## src/rtl/wdt_pkg.sv

```systemverilog
package wdt_pkg;

    // Default crystal-cycle counts: 1.5 s and ~125 ms at 32768 Hz
    localparam int unsigned TIMEOUT_DEF     = 49152;
    localparam int unsigned START_DLY_DEF   = 4100;
    localparam int unsigned SYNC_STAGES_DEF = 2;

    // Bit positions of the firmware/board controls in the synchronizer bundle
    localparam int unsigned CTL_KICK = 0;
    localparam int unsigned CTL_CLR  = 1;
    localparam int unsigned CTL_OFF  = 2;
    localparam int unsigned CTL_W    = 3;

    // Controls that act on their rising edge; the others are levels
    localparam logic [CTL_W-1:0] CTL_EDGE_MASK = 3'b011;

endpackage

```

## src/rtl/wdt_sync.sv

```systemverilog
module wdt_sync #(
    parameter int unsigned W                = 3,
    parameter int unsigned STAGES           = 2,
    parameter logic [W-1:0] EDGE_MASK       = '0
) (
    input  logic         clk,
    input  logic         rst_n,
    input  logic [W-1:0] async_i,
    output logic [W-1:0] ctl_o
);

    typedef struct packed {
        logic [STAGES-1:0][W-1:0] stg;
        logic [W-1:0]             prev;
    } sync_t;

    sync_t sync_d, sync_q;

    always_comb begin
        sync_d        = sync_q;
        sync_d.stg[0] = async_i;
        for (int i = 1; i < STAGES; i++) begin
            sync_d.stg[i] = sync_q.stg[i-1];
        end
        sync_d.prev   = sync_q.stg[STAGES-1];
    end

    always_ff @(posedge clk or negedge rst_n) begin
        if (!rst_n) sync_q <= '0;
        else        sync_q <= sync_d;
    end

    // Edge channels give a one-cycle pulse, level channels pass through
    assign ctl_o = sync_q.stg[STAGES-1] & ~(sync_q.prev & EDGE_MASK);

    initial begin
        assert (STAGES >= 2) else $error("wdt_sync needs at least two stages");
    end

endmodule

```

## src/rtl/wdt_timeout.sv

```systemverilog
module wdt_timeout #(
    parameter int unsigned TIMEOUT = 49152
) (
    input  logic clk,
    input  logic rst_n,
    input  logic kick_i,
    input  logic off_i,
    input  logic hold_i,
    output logic ovf_o
);

    localparam int unsigned CNT_W = $clog2(TIMEOUT);
    localparam logic [CNT_W-1:0] LAST = CNT_W'(TIMEOUT - 1);

    typedef struct packed {
        logic [CNT_W-1:0] cnt;
    } tmo_t;

    tmo_t tmo_d, tmo_q;
    logic ovf;

    always_comb begin
        ovf   = !off_i && !hold_i && !kick_i && (tmo_q.cnt == LAST);
        tmo_d = tmo_q;
        if (off_i || hold_i || kick_i || ovf) tmo_d.cnt = '0;
        else                                  tmo_d.cnt = tmo_q.cnt + CNT_W'(1);
    end

    always_ff @(posedge clk or negedge rst_n) begin
        if (!rst_n) tmo_q <= '0;
        else        tmo_q <= tmo_d;
    end

    assign ovf_o = ovf;

    assert_cnt_range_R2: assert property (@(posedge clk) disable iff (!rst_n)
        tmo_q.cnt <= LAST);

    assert_kick_reload_R3: assert property (@(posedge clk) disable iff (!rst_n)
        kick_i |=> tmo_q.cnt == '0);

    assert_hold_zero_R5: assert property (@(posedge clk) disable iff (!rst_n)
        hold_i |=> tmo_q.cnt == '0);

endmodule

```

## src/rtl/wdt_restart.sv

```systemverilog
module wdt_restart #(
    parameter int unsigned START_DLY = 4100
) (
    input  logic clk,
    input  logic rst_n,
    input  logic ovf_i,
    input  logic off_i,
    input  logic clr_i,
    output logic rst_o,
    output logic flag_o
);

    localparam int unsigned DLY_W = $clog2(START_DLY);
    localparam logic [DLY_W-1:0] DLY_LAST = DLY_W'(START_DLY - 1);

    typedef struct packed {
        logic             act;
        logic [DLY_W-1:0] dly;
        logic             flag;
    } rs_t;

    rs_t rs_d, rs_q;

    always_comb begin
        rs_d = rs_q;
        if (rs_q.act) begin
            if (rs_q.dly == DLY_LAST) begin
                rs_d.act = 1'b0;
                rs_d.dly = '0;
            end else begin
                rs_d.dly = rs_q.dly + DLY_W'(1);
            end
        end
        if (ovf_i) begin
            rs_d.act = 1'b1;
            rs_d.dly = '0;
        end
        if (off_i) begin
            rs_d.act = 1'b0;
            rs_d.dly = '0;
        end
        // Flag: clear request first, overflow set takes priority
        if (clr_i) rs_d.flag = 1'b0;
        if (ovf_i) rs_d.flag = 1'b1;
    end

    // Only the external pin resets this state; the watchdog's own reset does not
    always_ff @(posedge clk or negedge rst_n) begin
        if (!rst_n) rs_q <= '0;
        else        rs_q <= rs_d;
    end

    assign rst_o  = rs_q.act;
    assign flag_o = rs_q.flag;

    assert_dly_range_R4: assert property (@(posedge clk) disable iff (!rst_n)
        rs_q.dly <= DLY_LAST);

    assert_ovf_sets_R6: assert property (@(posedge clk) disable iff (!rst_n)
        ovf_i |=> rst_o && flag_o);

    assert_flag_sticky_R6: assert property (@(posedge clk) disable iff (!rst_n)
        flag_o && !clr_i |=> flag_o);

    assert_flag_clear_R7: assert property (@(posedge clk) disable iff (!rst_n)
        clr_i && !ovf_i |=> !flag_o);

endmodule

```

## src/rtl/xtal_watchdog.sv

```systemverilog
module xtal_watchdog
    import wdt_pkg::*;
#(
    parameter int unsigned TIMEOUT     = TIMEOUT_DEF,
    parameter int unsigned START_DLY   = START_DLY_DEF,
    parameter int unsigned SYNC_STAGES = SYNC_STAGES_DEF
) (
    input  logic clk_xtal,
    input  logic rst_ext_n,
    input  logic refresh_req,
    input  logic flag_clr_req,
    input  logic wdt_off_strap,
    output logic wdt_rst,
    output logic wdt_ovf
);

    logic [CTL_W-1:0] ctl_raw;
    logic [CTL_W-1:0] ctl;
    logic             ovf;

    assign ctl_raw[CTL_KICK] = refresh_req;
    assign ctl_raw[CTL_CLR]  = flag_clr_req;
    assign ctl_raw[CTL_OFF]  = wdt_off_strap;

    wdt_sync #(
        .W         (CTL_W),
        .STAGES    (SYNC_STAGES),
        .EDGE_MASK (CTL_EDGE_MASK)
    ) u_sync (
        .clk     (clk_xtal),
        .rst_n   (rst_ext_n),
        .async_i (ctl_raw),
        .ctl_o   (ctl)
    );

    wdt_timeout #(
        .TIMEOUT (TIMEOUT)
    ) u_timeout (
        .clk    (clk_xtal),
        .rst_n  (rst_ext_n),
        .kick_i (ctl[CTL_KICK]),
        .off_i  (ctl[CTL_OFF]),
        .hold_i (wdt_rst),
        .ovf_o  (ovf)
    );

    wdt_restart #(
        .START_DLY (START_DLY)
    ) u_restart (
        .clk    (clk_xtal),
        .rst_n  (rst_ext_n),
        .ovf_i  (ovf),
        .off_i  (ctl[CTL_OFF]),
        .clr_i  (ctl[CTL_CLR]),
        .rst_o  (wdt_rst),
        .flag_o (wdt_ovf)
    );

    assert_rise_flagged_R6: assert property (@(posedge clk_xtal) disable iff (!rst_ext_n)
        $rose(wdt_rst) |-> wdt_ovf);

    assert_off_quiet_R9: assert property (@(posedge clk_xtal) disable iff (!rst_ext_n)
        ctl[CTL_OFF] |=> !wdt_rst);

endmodule

```

## config.mk

```make
export PLATFORM = sky130hd
export DESIGN_NAME = xtal_watchdog
export DESIGN_NICKNAME = d
export VERILOG_FILES = /design/src/rtl/wdt_pkg.sv /design/src/rtl/wdt_sync.sv /design/src/rtl/wdt_timeout.sv /design/src/rtl/wdt_restart.sv /design/src/rtl/xtal_watchdog.sv
export SDC_FILE = /design/constraint.sdc
export NUM_CORES = 1
export LEC_CHECK = 0
export ABC_CLOCK_PERIOD_IN_PS = 2600
export BUFFER_PORTS_ARGS = -buffer_cell sky130_fd_sc_hd__buf_4
export CAP_MARGIN = 40
export CORE_MARGIN = 1
export CORE_UTILIZATION = 25
export CTS_CLUSTER_SIZE = 24
export DETAILED_ROUTE_END_ITERATION = 7
export PLACE_DENSITY = 0.48
export SLEW_MARGIN = 20
export SYNTH_ARGS = -nofsm -noshare
export SYNTH_HDL_FRONTEND = slang
export SYNTH_HIERARCHICAL = 1
export SYNTH_SLANG_ARGS = --single-unit
```

## constraint.sdc

```tcl
create_clock -name clk_xtal -period 2.6 [get_ports clk_xtal]
set_input_delay 0.13 -clock clk_xtal [delete_from_list [all_inputs] [get_ports clk_xtal]]
set_output_delay 0.13 -clock clk_xtal [all_outputs]
set_load 0.01 [all_outputs]
```

==> results.py <==
metrics = {
    "timing": {
        "fin_crit_ns": 2.239,
        "max-slew-margin-rel_pct": 58.06,
        "finalSetupViolCount": 0,
        "maxSlewViolCount": 0,
        "post-route-period-util_pct": 86.10,
        "worst_pin_slew_ns": 0.6203,
        "fmaxAchievable_mhz": 446.7,
        "rsz0062_at_grt": "false",
        "finalClockSkew_ns": 0.006480,
        "hold_violations": 0,
        "tns_ns": 0,
    },
    "cells_and_area": {
        "drive_gt1_share_pct": 17.48,
        "area_growth_pct": 16.41,
        "final_nets": 213,
        "mostFrequentLayoutCell": "dfrtp_1",
        "ff_latch_area_um2": 975.9,
        "diodes": 0,
        "multi_input_area_um2": 880.8,
        "fillCellCount": 794,
        "layoutNonFillerInstCount": 305,
        "final_cell_mix": "39 x dfrtp_1, 19 x nand3_1, 19 x nand2_1",
    },
    "floorplanning": {
        "std_cell_rows": 31,
        "dieArea_um2": 8073,
        "dieHeight_um": 89.85,
        "fp.dieW_um": 89.85,
        "core_um2": 7370,
        "ioPinCount": 7,
        "initial_core_util_pct": 26.18,
    },
    "clock_tree": {
        "cts_tree": "built",
        "clkSinkCount": 39,
        "cts_setup_buffers": 0,
        "cts_made_buffers": 5,
        "cts.path.max_buffers": 2,
        "cts_root_buf": "clkbuf_8",
        "clk_pin_slew_worst_paths_ns": 0.08,
        "clk_latency_ns": 0.29,
        "htreeDepth": 2,
    },
    "setup_path": {
        "rrSetupSlack_ns": 0.36,
        "start_kind": "flop",
        "cp_max_fo": 6,
        "arrival_ns": 2.47,
        "path_class": "reg2reg",
        "crit_required_ns": 2.83,
        "setup.worst_path.end_class": "flop",
        "r2r-end": "u_restart/rs_q[11]",
        "reg2reg_from": "u_timeout/tmo_q[2]",
        "r2r_cells": 7,
    },
    "yosys": {
        "synth_top_family_by_area": "simple AND/OR/NAND/NOR gates",
        "netlist_area_um2": 1929,
        "synth-simple-area-share_pct": 28.79,
        "synth.distinct_cells": 43,
        "synth_nets": 196,
        "yosys.area_share.adder_pct": 1.946,
        "async_flop_share_pct": 100.0,
        "synth_flop_cell": "dfrtp_1",
        "synth_edf_count": 0,
        "synth_compound_area_share_pct": 9.468,
        "netlist_instances": 188,
        "syn_area_per_cell_um2": 10.26,
        "synthXorXnorAreaFrac_pct": 5.447,
        "synthMuxAreaShare_pct": 0,
        "yosysWarnings": 6,
        "synth_seq_cells": 39,
        "ys_seq_area_share_pct": 50.58,
    },
    "status": {
        "status": "finished clean",
    },
    "placement": {
        "hpwl_mm": 2.511,
        "place_inst": 293,
        "gp_congestion": 0.7960,
        "port_buffers": 6,
    },
    "hold_path": {
        "hold_class": "in2async",
    },
    "route": {
        "postRouteAntennaNets": 0,
        "drt_iter0_drc": 38,
        "drc": 0,
        "wl_per_cell_um": 11.98,
        "drtPass1Iterations": 4,
        "drt_wl_total_mm": 3.653,
        "viasPerCell": 4.567,
        "vias": 1393,
    },
    "global_routing": {
        "grt_start_max_net_pins": 40,
        "first_global_vias": 1311,
        "grt_overflow": 0,
        "grt_use_total_pct": 9.928,
        "antenna_found_initial": 0,
        "grt_pass1_wl_mm": 6.389,
    },
    "job": {
        "drv_cap": 0,
    },
    "pwr": {
        "p_per_area_nw_per_um2": 483.1,
        "design_power_total_mw": 1.085,
        "ir_drop_mv": 0.2476,
        "p_leak_nw": 0.9332,
    },
}
## worst max path at each step
| stage | endpoint | depth (start not counted) | slack [ns] | startpoint |
|---|---|---|---|---|
| after global placement | u_restart/rs_q[11] | 7 | 0.39 | u_timeout/tmo_q[2] |
| after CTS | u_restart/rs_q[12] | 7 | 0.35 | u_timeout/tmo_q[2] |
| after detailed placement | u_restart/rs_q[12] | 7 | 0.37 | u_timeout/tmo_q[2] |
| final | u_restart/rs_q[11] | 7 | 0.36 | u_timeout/tmo_q[2] |
| after global routing | u_restart/rs_q[9] | 8 | 0.25 | u_timeout/tmo_q[2] |
| after floorplan | u_restart/rs_q[3] | 8 | 0.22 | u_timeout/tmo_q[0] |
## synth_stat cells, types with 2 or more instances
cell / n / area (um^2)
nor3_1: 3 / 15.01
buf_4: 2 / 15.01
nand4_1: 8 / 50.05
or4_1: 4 / 30.03
inv_1: 7 / 26.28
or3_2: 3 / 22.52
nor4_1: 4 / 25.02
xor2_1: 9 / 78.83
and3_1: 2 / 12.51
ha_1: 3 / 37.54
or3_1: 5 / 31.28
o211ai_1: 4 / 30.03
nor2b_4: 2 / 27.53
nand2_1: 19 / 71.32
clkbuf_1: 4 / 15.01
a31oi_1: 2 / 12.51
dfrtp_1: 39 / 975.9
xnor2_1: 3 / 26.28
a21oi_1: 5 / 25.02
nand3_1: 19 / 95.09
nor2_1: 15 / 56.30
o21ai_0: 4 / 20.02
nor4b_1: 2 / 17.52
## final cells by class
type	instances	share of cell area (%)
Timing Repair Buffer	18	6.462
Sequential cell	39	43.45
Clock buffer	5	3.064
Multi-Input combinational cell	134	39.22
Tap cell	99	5.515
Clock inverter	3	1.114
Inverter	7	1.170
## logic make-up after synthesis
logic type / count (synthesis)
and+or+nand+nor: 95
DFF: 39
AOI/OAI and AO/OA: 24
buffers and inverters: 15
xor gates and xnor gates: 12
adders and majority gates: 3
## stage by stage
step           util [%]  hold slack, ns  worst slack (ns)  area (um^2)
2_1_floorplan         -         -0.1656            0.2250         1929
3_3_place_gp      28.66          0.1353            0.3929         2112
3_5_place_dp      28.66          0.1401            0.3738         2112
4_1_cts           30.48          0.3559            0.3523         2246
5_1_grt           30.48          0.3764            0.2462         2246
6_report          30.48          0.3413            0.3615         2246
## what timing repair did
action | in CTS | in global routing
hold buffers | 4 | 0
resized for setup | 0 | 0
endpoints found under the hold margin | 42 | 0
## worst max-delay path, cell delays in order, from the launching register on
cell     delay, ns
dfrtp_1       0.45
and4_1        0.27
nand4_4       0.13
nor4_1        0.08
or3b_4        0.41
a31o_4        0.25
or4_1         0.50
nand3_1       0.09
## sequential cells by signal, summed over array words and instances (netlist names)
register	count
u_sync/sync_q	2
u_restart/rst_o	1
u_restart/rs_q	13
u_restart/flag_o	1
u_sync/sync_d	6
u_timeout/tmo_q	16
## power by group
group	total (mW)	switching, mW	leakage, nW	internal, mW
sequential	0.622	0.00666	0.525	0.615
clock	0.418	0.227	0.0443	0.192
combinational	0.0449	0.0276	0.364	0.0174
total	1.08	0.261	0.933	0.824
## routing by layer
metal,vias to the layer above,track usage [%],wire [um]
met3,2,2.792,102
met1,658,13.74,1853
met4,0,3.629,36
met2,18,14.74,1661
met5,-,0,0
li1,715,-,-
Note: power is estimated with default switching activity, not from simulation.
